### config.mk
export PLATFORM = sky130hd
export DESIGN_NAME = pr_ctrl_engine
export DESIGN_NICKNAME = d
export VERILOG_FILES = /design/src/rtl/pr_eng_pkg.sv /design/src/rtl/pr_word_queue.sv /design/src/rtl/pr_session_fsm.sv /design/src/rtl/pr_err_log.sv /design/src/rtl/pr_ctrl_engine.sv
export SDC_FILE = /design/constraint.sdc
export NUM_CORES = 1
export LEC_CHECK = 0
export CAP_MARGIN = 30
export CORE_UTILIZATION = 61
export DETAILED_ROUTE_END_ITERATION = 8
export GPL_TIMING_DRIVEN = 0
export PLACE_DENSITY = 0.95
export SLEW_MARGIN = 20
export SYNTH_ARGS = -nofsm -noshare
export SYNTH_HDL_FRONTEND = slang
export SYNTH_SLANG_ARGS = --single-unit
### constraint.sdc
create_clock -name clk -period 7.7 [get_ports clk]
set_clock_uncertainty 0.2 [all_clocks]
set_input_delay 1.155 -clock clk [delete_from_list [all_inputs] [get_ports clk]]
set_output_delay 1.155 -clock clk [all_outputs]
set_load 0.02 [all_outputs]
### src/rtl/pr_eng_pkg.sv
package pr_eng_pkg;

  typedef enum logic [2:0] {
    ST_IDLE   = 3'd0,
    ST_RESET  = 3'd1,
    ST_ACTIVE = 3'd2,
    ST_DRAIN  = 3'd3
  } pr_state_e;

  localparam logic [7:0] OFS_CTL   = 8'h08;
  localparam logic [7:0] OFS_STS   = 8'h10;
  localparam logic [7:0] OFS_DATA  = 8'h18;
  localparam logic [7:0] OFS_ERR   = 8'h20;
  localparam logic [7:0] OFS_ID_HI = 8'hA8;
  localparam logic [7:0] OFS_ID_LO = 8'hB0;

  localparam int CB_RST   = 0;
  localparam int CB_ACK   = 4;
  localparam int CB_RGN_L = 7;
  localparam int CB_START = 12;
  localparam int CB_DONE  = 13;

  localparam int EB_OPER     = 0;
  localparam int EB_CRC      = 1;
  localparam int EB_INCOMPAT = 2;
  localparam int EB_PROTO    = 3;
  localparam int EB_OVFL     = 4;
  localparam int NERR        = 5;

  localparam int RGN_W    = 3;
  localparam int WORD_W   = 32;
  localparam int CREDIT_W = 9;

endpackage

### src/rtl/pr_word_queue.sv
module pr_word_queue #(
  parameter int DEPTH = 16,
  parameter int WIDTH = 32,
  localparam int AW = (DEPTH > 1) ? $clog2(DEPTH) : 1,
  localparam int CW = $clog2(DEPTH + 1)
) (
  input  logic             clk,
  input  logic             rst_n,
  input  logic             flush,
  input  logic             push,
  input  logic [WIDTH-1:0] push_data,
  input  logic             pop,
  output logic [WIDTH-1:0] head_data,
  output logic [CW-1:0]    count,
  output logic             empty,
  output logic             full,
  output logic             one_left
);

  logic [WIDTH-1:0] mem [DEPTH];
  logic [AW-1:0]    wr_ptr_q, wr_ptr_nx;
  logic [AW-1:0]    rd_ptr_q, rd_ptr_nx;
  logic [CW-1:0]    cnt_q, cnt_nx;
  logic             do_push, do_pop;

  function automatic logic [AW-1:0] step(input logic [AW-1:0] p);
    return (p == AW'(DEPTH - 1)) ? '0 : p + AW'(1);
  endfunction

  assign empty    = (cnt_q == '0);
  assign full     = (cnt_q == CW'(DEPTH));
  assign one_left = (cnt_q == CW'(1));
  assign count    = cnt_q;
  assign head_data = mem[rd_ptr_q];

  assign do_push = push && !full && !flush;
  assign do_pop  = pop && !empty && !flush;

  always_comb begin
    wr_ptr_nx = wr_ptr_q;
    rd_ptr_nx = rd_ptr_q;
    cnt_nx    = cnt_q;
    if (flush) begin
      wr_ptr_nx = '0;
      rd_ptr_nx = '0;
      cnt_nx    = '0;
    end else begin
      if (do_push) wr_ptr_nx = step(wr_ptr_q);
      if (do_pop)  rd_ptr_nx = step(rd_ptr_q);
      if (do_push && !do_pop)      cnt_nx = cnt_q + CW'(1);
      else if (do_pop && !do_push) cnt_nx = cnt_q - CW'(1);
    end
  end

  always_ff @(posedge clk or negedge rst_n) begin
    if (!rst_n) begin
      wr_ptr_q <= '0;
      rd_ptr_q <= '0;
      cnt_q    <= '0;
    end else begin
      wr_ptr_q <= wr_ptr_nx;
      rd_ptr_q <= rd_ptr_nx;
      cnt_q    <= cnt_nx;
    end
  end

  always_ff @(posedge clk) begin
    if (do_push) mem[wr_ptr_q] <= push_data;
  end

endmodule

### src/rtl/pr_session_fsm.sv
module pr_session_fsm
  import pr_eng_pkg::*;
(
  input  logic      clk,
  input  logic      rst_n,
  input  logic      rst_req,
  input  logic      start_req,
  input  logic      done_req,
  input  logic      q_empty,
  input  logic      q_one,
  input  logic      pop,
  output pr_state_e state,
  output logic      last
);

  pr_state_e state_q, state_nx;

  assign state = state_q;
  assign last  = (state_q == ST_DRAIN) && q_one;

  always_comb begin
    state_nx = state_q;
    case (state_q)
      ST_IDLE:   if (start_req) state_nx = ST_ACTIVE;
      ST_ACTIVE: if (done_req) state_nx = ST_DRAIN;
      ST_DRAIN:  if (q_empty || (pop && last)) state_nx = ST_IDLE;
      ST_RESET:  if (!rst_req) state_nx = ST_IDLE;
      default:   state_nx = ST_IDLE;
    endcase
    if (rst_req) state_nx = ST_RESET;
  end

  always_ff @(posedge clk or negedge rst_n) begin
    if (!rst_n) state_q <= ST_IDLE;
    else        state_q <= state_nx;
  end

endmodule

### src/rtl/pr_err_log.sv
module pr_err_log #(
  parameter int N = 5
) (
  input  logic         clk,
  input  logic         rst_n,
  input  logic [N-1:0] set_vec,
  input  logic [N-1:0] clr_vec,
  output logic [N-1:0] flags
);

  logic [N-1:0] flags_q, flags_nx;

  assign flags = flags_q;

  always_comb begin
    flags_nx = (flags_q & ~clr_vec) | set_vec;
  end

  always_ff @(posedge clk or negedge rst_n) begin
    if (!rst_n) flags_q <= '0;
    else        flags_q <= flags_nx;
  end

endmodule

### src/rtl/pr_ctrl_engine.sv
module pr_ctrl_engine
  import pr_eng_pkg::*;
#(
  parameter int           DEPTH    = 16,
  parameter logic [127:0] IFACE_ID = 128'h3a5f_0c21_9be4_7d60_c1a8_5e23_f04b_9d17,
  localparam int          CW       = $clog2(DEPTH + 1)
) (
  input  logic                clk,
  input  logic                rst_n,
  input  logic                reg_wr_en,
  input  logic [7:0]          reg_wr_addr,
  input  logic [63:0]         reg_wr_data,
  input  logic [7:0]          reg_rd_addr,
  output logic [63:0]         reg_rd_data,
  output logic                cfg_valid,
  input  logic                cfg_ready,
  output logic [WORD_W-1:0]   cfg_data,
  output logic [RGN_W-1:0]    cfg_region,
  output logic                cfg_last,
  input  logic                sink_op_err,
  input  logic                sink_crc_err,
  input  logic                sink_incompat_err
);

  // DEPTH must stay at or below 511 so the credit field can hold it.

  logic              wr_ctl, wr_dat, wr_err;
  logic              ctl_rst_q, ctl_rst_nx;
  logic [RGN_W-1:0]  region_q, region_nx;
  logic              region_en;
  pr_state_e         state_q;
  logic              sess_open, in_session;
  logic              start_req, done_req;
  logic              q_push, q_pop, q_flush;
  logic              q_empty, q_full, q_one;
  logic [CW-1:0]     q_count;
  logic              last_w;
  logic [CREDIT_W-1:0] free_cnt;
  logic [NERR-1:0]   err_q, err_set, err_clr;
  logic [63:0]       ctl_view, sts_view, err_view;
  logic [3:0]        host_view;
  logic              unused_wr_bits;

  assign unused_wr_bits = ^{reg_wr_data[63:32]};

  // Register write decode
  assign wr_ctl = reg_wr_en && (reg_wr_addr == OFS_CTL);
  assign wr_dat = reg_wr_en && (reg_wr_addr == OFS_DATA);
  assign wr_err = reg_wr_en && (reg_wr_addr == OFS_ERR);

  assign sess_open  = (state_q == ST_ACTIVE);
  assign in_session = (state_q == ST_ACTIVE) || (state_q == ST_DRAIN);

  assign start_req = wr_ctl && reg_wr_data[CB_START] && !reg_wr_data[CB_RST] && !ctl_rst_q;
  assign done_req  = wr_ctl && reg_wr_data[CB_DONE];

  // Control register fields
  assign region_en = wr_ctl && !in_session;

  always_comb begin
    ctl_rst_nx = ctl_rst_q;
    region_nx  = region_q;
    if (wr_ctl)    ctl_rst_nx = reg_wr_data[CB_RST];
    if (region_en) region_nx  = reg_wr_data[CB_RGN_L +: RGN_W];
  end

  always_ff @(posedge clk or negedge rst_n) begin
    if (!rst_n) begin
      ctl_rst_q <= 1'b0;
      region_q  <= '0;
    end else begin
      ctl_rst_q <= ctl_rst_nx;
      region_q  <= region_nx;
    end
  end

  // Session sequencing
  pr_session_fsm u_fsm (
    .clk       (clk),
    .rst_n     (rst_n),
    .rst_req   (ctl_rst_q),
    .start_req (start_req),
    .done_req  (done_req),
    .q_empty   (q_empty),
    .q_one     (q_one),
    .pop       (q_pop),
    .state     (state_q),
    .last      (last_w)
  );

  // Word queue
  assign q_flush = (state_q == ST_RESET);
  assign q_push  = wr_dat && sess_open && !q_full;
  assign q_pop   = cfg_valid && cfg_ready;

  pr_word_queue #(
    .DEPTH (DEPTH),
    .WIDTH (WORD_W)
  ) u_queue (
    .clk       (clk),
    .rst_n     (rst_n),
    .flush     (q_flush),
    .push      (q_push),
    .push_data (reg_wr_data[WORD_W-1:0]),
    .pop       (q_pop),
    .head_data (cfg_data),
    .count     (q_count),
    .empty     (q_empty),
    .full      (q_full),
    .one_left  (q_one)
  );

  assign cfg_valid  = in_session && !q_empty;
  assign cfg_last   = cfg_valid && last_w;
  assign cfg_region = region_q;

  assign free_cnt = CREDIT_W'(DEPTH) - CREDIT_W'(q_count);

  // Sticky error flags
  always_comb begin
    err_set              = '0;
    err_set[EB_OPER]     = q_pop && last_w && sink_op_err;
    err_set[EB_CRC]      = q_pop && last_w && sink_crc_err;
    err_set[EB_INCOMPAT] = q_pop && last_w && sink_incompat_err;
    err_set[EB_PROTO]    = wr_dat && !sess_open;
    err_set[EB_OVFL]     = wr_dat && sess_open && q_full;
    err_clr              = wr_err ? reg_wr_data[NERR-1:0] : '0;
  end

  pr_err_log #(.N(NERR)) u_err (
    .clk     (clk),
    .rst_n   (rst_n),
    .set_vec (err_set),
    .clr_vec (err_clr),
    .flags   (err_q)
  );

  // Read views
  assign host_view = {(err_q != '0), q_full, q_empty, sess_open};

  always_comb begin
    ctl_view                         = '0;
    ctl_view[CB_RST]                 = ctl_rst_q;
    ctl_view[CB_ACK]                 = (state_q == ST_RESET);
    ctl_view[CB_RGN_L +: RGN_W]      = region_q;
    ctl_view[CB_START]               = in_session;
    ctl_view[CB_DONE]                = (state_q == ST_DRAIN);

    sts_view                         = '0;
    sts_view[CREDIT_W-1:0]           = free_cnt;
    sts_view[16]                     = in_session || (err_q != '0);
    sts_view[22:20]                  = state_q;
    sts_view[27:24]                  = host_view;

    err_view                         = '0;
    err_view[NERR-1:0]               = err_q;
  end

  always_comb begin
    case (reg_rd_addr)
      OFS_CTL:   reg_rd_data = ctl_view;
      OFS_STS:   reg_rd_data = sts_view;
      OFS_ERR:   reg_rd_data = err_view;
      OFS_ID_HI: reg_rd_data = IFACE_ID[127:64];
      OFS_ID_LO: reg_rd_data = IFACE_ID[63:0];
      default:   reg_rd_data = '0;
    endcase
  end

endmodule

# Yosys cells after proc, flatten, opt, wreduce, memory -nomap -nowiden
# Memory sizes are Yosys's and may differ from the RTL's.
# Index checks and enable logic that the tools add are counted.
[classes] add_sub_neg=5 eq_ne=18 n_mux=18 n_reduce_logical=45 n_bitwise=3
[op_table] cell="64-bit case mux with 5 select lines" n=1
[op_table] cell="1-bit logical AND" n=26
[op_table] cell="4-bit two-way mux" n=6
[op_table] cell="5-bit two-way mux" n=4
[op_table] cell="8-bit by 4-bit == test with 1-bit output (second input constant)" n=2
[op_table] cell="8-bit by 5-bit == test with 1-bit output (second input constant)" n=2
[op_table] cell="8-bit by 6-bit == test with 1-bit output (second input constant)" n=2
[op_table] cell="8-bit == test (second input constant)" n=2
[op_table] cell="3-bit two-way mux" n=4
[op_table] cell="1-bit zero test" n=9
[op_table] cell="3-bit case mux with 3 select lines" n=1
[op_table] cell="4-bit by 1-bit adder with 4-bit output (second input constant)" n=2
[op_table] cell="4-bit == test (second input constant)" n=2
[op_table] cell="3-bit by 2-bit == test with 1-bit output (second input constant)" n=2
[op_table] cell="3-bit by 2-bit != test with 1-bit output (second input constant)" n=2
[op_table] cell="5-bit by 5-bit subtractor with 6-bit output (first input constant)" n=1
[op_table] cell="5-bit by 1-bit adder with 5-bit output (second input constant)" n=1
[op_table] cell="5-bit bitwise AND" n=1
[op_table] cell="5-bit by 1-bit == test with 1-bit output (second input constant)" n=1
[op_table] cell="5-bit == test (second input constant)" n=1
[op_table] cell="5-bit zero test" n=1
[op_table] cell="5-bit NOT" n=1
[op_table] cell="5-bit OR" n=1
[op_table] cell="5-bit nonzero test" n=1
[op_table] cell="9 further kinds" n=13
[word_totals] regBits=25 input_bits=87 n_memories=1 mem_bits_rw=512 elab_cells=97
[memory_table] memory="u_queue.mem" words=16 width=32 read_ports=1 rd_clocked_by_memory_dff=0 write_ports=1 line_no="pr_word_queue.sv:20" rtl="logic [WIDTH-1:0] mem [DEPTH];"

# Logic depth before layout (Yosys ltp)
# Gate-level depths: netlist (run 1).
[logic_depth] word_depth=11 ltp_mapped=9

# Cells and area by module
# Synthesis (run 1) repeated with hierarchy kept, for this count alone.
[hier_totals] cells_unflattened=1198 hier_area_um2=21874.7
[modules_own_cells] mod="pr_word_queue" cells_each=1038 instances=1 area_each_um2=20539.7
[modules_own_cells] mod="pr_ctrl_engine" cells_each=133 instances=1 area_each_um2=1033.5
[modules_own_cells] mod="pr_err_log" cells_each=15 instances=1 area_each_um2=181.4
[modules_own_cells] mod="pr_session_fsm" cells_each=12 instances=1 area_each_um2=120.1

# Worst setup path after synthesis (run 1)
# Ideal clock, no wire load.
[synth_path] path_kind="input-to-output" start="input reg_rd_addr[1]" end="output reg_rd_data[6]" n_path_buf=2 t_arrival_ns=2.899 path_stages=6 t_required_ns=6.345 setup_slack_ns=3.446 cell_sequence="or4_1 -> nor4_2 -> buf_2 -> nand3_1 -> o21ai_0 -> buf_4"
[synth_via] elab_chain_cells=2 word_cells_on_any_way=6
[synth_rtl] element="from (decl)" line_no="pr_ctrl_engine.sv:13" rtl="input logic [7:0] reg_rd_addr,"
[synth_rtl] element="8-bit == test (tied with other cells)" line_no="pr_ctrl_engine.sv:160" rtl="case (reg_rd_addr)"
[synth_rtl] element="64-bit case mux with 5 select lines *" line_no="pr_ctrl_engine.sv:160"
[synth_rtl] element="to (decl)" line_no="pr_ctrl_engine.sv:14" rtl="output logic [63:0] reg_rd_data,"
# Mark *: on every way between the ends. The rest lies on a longest branch, timed or not.

# Final worst setup path (run 1)
# Ends and elaborated chain as after synthesis.

==> impl_metrics.yaml, run 1 <==
logic_synthesis:
  synth_edf_count: 512
  post_synth.cell_area_avg_um2: 21.99
  synth.top_cells.by_count: "512 x sky130_fd_sc_hd__edfxtp_1, 160 x sky130_fd_sc_hd__mux4_2, 43 x sky130_fd_sc_hd__buf_4"
  synth_seq_area_share_pct: 74.67
  synth-compound-area-share_pct: 1.374
  post_synth_and_or_nand_nor_area_fraction_pct: 2.854
  synthArstFlopShare_pct: 4.478
  yosysUniqueCellTypes: 54
  ys_seq_elements: 536
  syn-cell-area_um2: 21400
  synth_fa_ha_area_share_pct: 0.5848
  synthTopCellsByArea: "sky130_fd_sc_hd__edfxtp_1 72%, sky130_fd_sc_hd__mux4_2 17%, sky130_fd_sc_hd__dfrtp_1 2.8%, sky130_fd_sc_hd__buf_4 1.5%, sky130_fd_sc_hd__ha_1 0.58%"
  synth_top_area_share_pct: 71.86
  post_synth_xor_area_fraction_pct: 0.2047
  post-synth-top-area-cell: "sky130_fd_sc_hd__edfxtp_1"
  yosysMostFrequentCell: "sky130_fd_sc_hd__edfxtp_1"
  synth_mux_area_share_pct: 17.33
  dominant_combinational_cell_family_by_area_after_synthesis: "multiplexers"
  yosysWarningCount: 0
  synthCells: 973
  synth-main-ff-cell: "sky130_fd_sc_hd__edfxtp_1"
floorplanning:
  initial_utilization_pct: 61.94
  die_ar_um2: 35830
  placementRows: 68
  die_width_um: 189.3
  die_height_um: 189.3
  placeableCoreArea_um2: 34540
  top_level_ports: 188
run_status:
  result_of_the_run: "finished clean"
route:
  via_count: 11820
  first_pass_iters: 6
  final_antenna_net_count: 0
  drtIter0Drc: 1798
  avgViaCountPerCell: 6.978
  wl_um: 57780
  route.detailed.wl_per_inst_um: 34.11
  drcViolationCount: 0
timing:
  period_minus_slack_ps: 5488
  fmaxAchievable_mhz: 182.2
  post-route-period-util_pct: 71.28
  final.setup.worst_slack_ps: 2212
  timing.final.max_slew_violations: 0
  rsz0062_at_grt: "false"
  setup-tns-final_ps: 0
  max_slew.worst_pin.slew_ps: 1026
  count_of_endpoints_failing_hold_in_the_final_timing_report: 0
  slew_headroom_pct: 31.63
  final-setup-viol-count: 0
clocking:
  h-tree-depth: 2
  path_clk_slew_ps: 70
  clk_root_buffer_cell: "sky130_fd_sc_hd__clkbuf_16"
  cts_tree: "built"
  cts_max_path_buffers: 3
  clock_network_latency_to_the_later_pin_of_the_worst_skew_pair_ps: 560
  cts_resized: 0
  cts.sink_count: 536
  tritoncts.num_buffers: 50
  hold_buffers: 0
  cts.repair_timing.setup_buffer_count: 0
critical_path:
  critPathLaunchType: "input pin"
  worst_ep_required_time_ps: 6340
  critical_path_peak_fanout: 10
  worstSetupPathType: "input pin to output port"
  crit_path_end_kind: "output port"
  timing.critical_path.arrival_ps: 4130
global_routing:
  grt_max_degree: 23
  grt_antenna_before_repair: 2
  grt_first_pass_wirelength_um: 82600
  gr-usage-all-layers_pct: 33.08
  grt_overflow: 0
  first_global_vias: 12130
worst_hold_path:
  timing.hold.worst.class: "flip-flop to flip-flop"
placed_design:
  dp_worst_setup_slack_ps: 2248
  io_buffers: 146
  detailedPlacementHpwl_um: 32680
  place_congestion: 0.8762
finish:
  areaGrowthSynthToFinish_pct: 19.60
  post_route_cells_drive_above_1_share_pct: 27.79
  design.final.nets: 1295
  fillers: 1808
job:
  maximum_capacitance_violations: 0
power:
  p_leak_nw: 8.258
  pwr_density_cell_nw_per_um2: 248.7
  max-vdd-ir-drop_mv: 0.1518
placed cells by master (no fill, tap or decap), types with 7 or more instances in the layout:
cell	n
sky130_fd_sc_hd__buf_16	11
sky130_fd_sc_hd__mux4_2	160
sky130_fd_sc_hd__clkinv_2	9
sky130_fd_sc_hd__bufinv_16	7
sky130_fd_sc_hd__edfxtp_1	512
sky130_fd_sc_hd__buf_2	14
sky130_fd_sc_hd__dfrtp_1	24
sky130_fd_sc_hd__clkdlybuf4s50_1	146
sky130_fd_sc_hd__inv_1	14
sky130_fd_sc_hd__ha_1	10
sky130_fd_sc_hd__o21ai_0	13
sky130_fd_sc_hd__clkbuf_1	29
sky130_fd_sc_hd__nand3_1	14
sky130_fd_sc_hd__buf_6	9
sky130_fd_sc_hd__conb_1	9
sky130_fd_sc_hd__and2_2	16
sky130_fd_sc_hd__buf_4	45
sky130_fd_sc_hd__clkbuf_16	51
sky130_fd_sc_hd__nand2_1	28
sequential cells by signal (all words and copies together), names as in the netlist:
register / cells
cfg_region: 3
u_queue.count: 5
u_err.flags: 5
u_queue.rd_ptr_q: 4
u_queue.wr_ptr_q: 4
u_queue.mem: 512
ctl_rst_q: 1
u_fsm.state: 2
through the flow:
step | total power, mW | hold WS, ps | util, % | instances | instance area, um^2
floorplan | 3.643 | 235.9 | - | 981 | 21430
global placement | 3.820 | 287.1 | 67.90 | 1582 | 23460
detailed placement | 3.849 | 287.7 | 69.17 | 1599 | 23890
CTS | 6.362 | 310.2 | 74.03 | 1691 | 25570
global route | 6.489 | 320.5 | 74.08 | 1694 | 25590
finish | 6.365 | 320.9 | 74.08 | 1694 | 25590
kinds of logic (layout without fill, tap and decap cells):
group	Yosys count	in the layout
adders and majority gates	10	10
muxes	170	170
and+or+nand+nor	105	105
AOI/OAI and AO/OA	43	43
other	1	10
xor gates and xnor gates	5	5
buffers and inverters	103	360
DFF	536	536
worst paths after layout:
kind | from | to | slack [ps] | depth (start not counted)
min | ctl_rst_q | u_fsm.state[1] | 320 | 1
max reg2reg | u_queue.count[0] | u_queue.mem[5][20] | 3640 | 9
min in group asynchronous | rst_n | u_queue.rd_ptr_q[3] | 800 | 1
max | reg_rd_addr[1] | reg_rd_data[6] | 2210 | 8
max in group asynchronous | rst_n | cfg_region[1] | 5940 | 2
min reg2reg | ctl_rst_q | u_fsm.state[1] | 320 | 1
power breakdown:
group / switching [mW] / internal [mW]
sequential: 0.0195 / 3.21
combinational: 0.305 / 0.280
clock: 1.07 / 1.48
area by class of cell:
cell class | instances | area (um^2) | share of cell area, %
buffer | 89 | 581.8 | 2.274
clock buffer | 67 | 1366 | 5.339
inverter | 14 | 52.55 | 0.2054
antenna | 1 | 2.502 | 0.009779
clock inverter | 25 | 311.5 | 1.217
multi-input combinational | 342 | 4836 | 18.90
sequential | 536 | 15980 | 62.43
timing repair buffer | 165 | 1894 | 7.403
tap | 455 | 569.3 | 2.225
worst max-delay path, cell delays in order:
cell and delay, ps:
sky130_fd_sc_hd__clkdlybuf4s50_1 450, sky130_fd_sc_hd__or4_1 640, sky130_fd_sc_hd__nor4_2 410, sky130_fd_sc_hd__buf_2 300, sky130_fd_sc_hd__nand3_1 190, sky130_fd_sc_hd__o21ai_0 220, sky130_fd_sc_hd__buf_4 180, sky130_fd_sc_hd__clkdlybuf4s50_1 590
routing by layer:
layer	GRT usage [%]	wire length [um]
met4	12.41	2397
met5	0	0
met2	56.52	29470
met3	6.747	6646
met1	42.29	19260
(Power assumes the default switching activity.)
==> run 2: changes to the inputs <==
CORE_UTILIZATION = 52   (was 61)
PLACE_DENSITY = 0.88   (was 0.95)
clock period = 4.52 ns   (was 7.7 ns; I/O delays follow)
==> impl_metrics.yaml, run 2 (same netlist as run 1, synthesis figures left out) <==
run_status:
  result_of_the_run: "finished clean"
critical_path:
  cpPeakStageDelay_ps: 620
  critical_path.slowest_cell: "sky130_fd_sc_hd__dfrtp_1"
  critical-path-top-cell-by-count: "sky130_fd_sc_hd__mux4_2"
  critPathLaunchType: "flip-flop"
  crit_path_end_kind: "output port"
  timing.critical_path.cells: "buf_2 -> clkdlybuf4s15_2 -> mux4_2 -> mux4_2 -> clkdlybuf4s50_1"
  timing.critical_path.arrival_ps: 3490
  worst_ep_required_time_ps: 3640
  critical_path_peak_fanout: 10
  worstSetupPathType: "flip-flop to output port"
route:
  wl_um: 53900
  first_pass_iters: 5
  avgViaCountPerCell: 6.412
  final_antenna_net_count: 0
  drtIter0Drc: 1441
  route.detailed.wl_per_inst_um: 30.52
  via_count: 11320
  drcViolationCount: 0
power:
  totalPowerFinal_mw: 10.64
  max-vdd-ir-drop_mv: 0.2722
  sw_share_pct: 21.65
  p_int_mw: 8.334
  p_leak_nw: 8.255
  clkPwrFrac_pct: 39.3
  pwr_density_cell_nw_per_um2: 414.8
  p_switching_mw: 2.303
  p_seq_share_pct: 51.6
  power_frac_comb_pct: 9.1
timing:
  max_slew.worst_pin.slew_ps: 1047
  period_minus_slack_ps: 4372
  final-setup-viol-count: 0
  slew_headroom_pct: 30.21
  setup-tns-final_ps: 0
  timing.final.max_slew_violations: 0
  count_of_endpoints_failing_hold_in_the_final_timing_report: 0
  post-route-period-util_pct: 96.74
  fmaxAchievable_mhz: 228.7
  rsz0062_at_grt: "false"
floorplanning:
  die_ar_um2: 41960
  placementRows: 73
  die_width_um: 204.8
  die_height_um: 204.8
  placeableCoreArea_um2: 40190
  initial_utilization_pct: 53.24
  top_level_ports: 188
placed_design:
  io_buffers: 146
  place_congestion: 0.8291
  detailedPlacementHpwl_um: 32260
finish:
  final_common_cell: "sky130_fd_sc_hd__edfxtp_1"
  max_flop_register: "u_queue.mem"
  number_of_flip_flops_under_the_largest_register_name: 512
  final_cell_mix: "512 x sky130_fd_sc_hd__edfxtp_1, 160 x sky130_fd_sc_hd__mux4_2, 146 x sky130_fd_sc_hd__clkdlybuf4s50_1, 53 x sky130_fd_sc_hd__clkbuf_16, 44 x sky130_fd_sc_hd__buf_4"
  post_route_cells_drive_above_1_share_pct: 28.15
  fillers: 2567
  design.final.nets: 1295
  areaGrowthSynthToFinish_pct: 19.87
clocking:
  path_clk_slew_ps: 70
  tritoncts.num_buffers: 50
  h-tree-depth: 2
  clk_root_buffer_cell: "sky130_fd_sc_hd__clkbuf_16"
  cts_resized: 7
  hold_buffers: 0
  clock_network_latency_to_the_later_pin_of_the_worst_skew_pair_ps: 570
  cts_tree: "built"
  cts.repair_timing.setup_buffer_count: 0
  cts.sink_count: 536
  cts_max_path_buffers: 3
global_routing:
  first_global_vias: 11790
  grt_antenna_before_repair: 2
  grt_overflow: 0
  grt_first_pass_wirelength_um: 77660
  grt_max_degree: 23
  gr-usage-all-layers_pct: 26.29
worst_hold_path:
  timing.hold.worst.class: "input pin to asynchronous set/reset pin"
job:
  maximum_capacitance_violations: 0
[run 2: changes by cell type in the layout (fill, tap and decap cells not counted), sizes merged]
cell,delta
clkbuf,+2
clkinv,+2
bufinv,-3
clkdlybuf4s15,+1
inv,-1
clkinvlp,+1
[run 2: path summary, 6_finish.rpt]
check / endpoint / slack (ps) / start / depth (start not counted)
worst max register to register: u_queue.mem[7][11] / 550 / u_queue.count[0] / 9
max in group asynchronous: u_err.flags[4] / 3350 / rst_n / 2
worst max-delay path: cfg_data[20] / 150 / u_queue.rd_ptr_q[1] / 5
min in group clk: u_fsm.state[1] / 310 / ctl_rst_q / 1
worst min-delay path: u_queue.count[1] / 280 / rst_n / 1
worst min register to register: u_fsm.state[1] / 310 / ctl_rst_q / 1
[run 2: critical path, delay by kind of cell, from the launching register on]
| family | cells | cell delay, ps |
|---|---|---|
| buf+inv | 3 | 1390 |
| mux | 2 | 920 |
| flops | 1 | 620 |
[run 2: metrics by stage]
step	instance area (um^2)	setup slack, ps	util, %	instances	hold WS (ps)
after floorplan	21430	1220	-	981	182.4
after global placement	23540	5.475	58.58	1652	264.9
after detailed placement	23990	89.15	59.70	1670	279.6
after CTS	25620	11.74	63.76	1763	273.6
after global routing	25650	51.29	63.81	1766	299.7
final	25650	147.5	63.81	1766	276.4
[run 2: metal layers]
metal  vias up  GRT usage [%]  wire length (um)
li1       4477              -                 -
met1      5892          33.38             18950
met2       816          45.67             28180
met3       139          3.913              4761
met4         0          10.34              2009
met5         -              0                 0
[run 2: area by class of cell]
class	instances	area, um^2	share of cell area [%]
Multi-Input combinational cell	342	4836	18.86
Tap cell	525	656.9	2.561
Timing Repair Buffer	166	1909	7.445
Clock inverter	24	220.2	0.8587
Antenna cell	1	2.502	0.009758
Sequential cell	536	15980	62.29
Clock buffer	70	1400	5.459
Inverter	14	52.55	0.2049
Buffer	88	593.1	2.313
[run 2: power by group through the flow]
stage / sequential, mW / combinational (mW) / clock, mW
2_1_floorplan: 5.59 / 0.619 / 0
3_3_place_gp: 5.59 / 0.917 / 0
3_5_place_dp: 5.60 / 0.963 / 0
4_1_cts: 5.49 / 0.978 / 4.20
5_1_grt: 5.49 / 1.03 / 4.37
6_report: 5.49 / 0.969 / 4.18
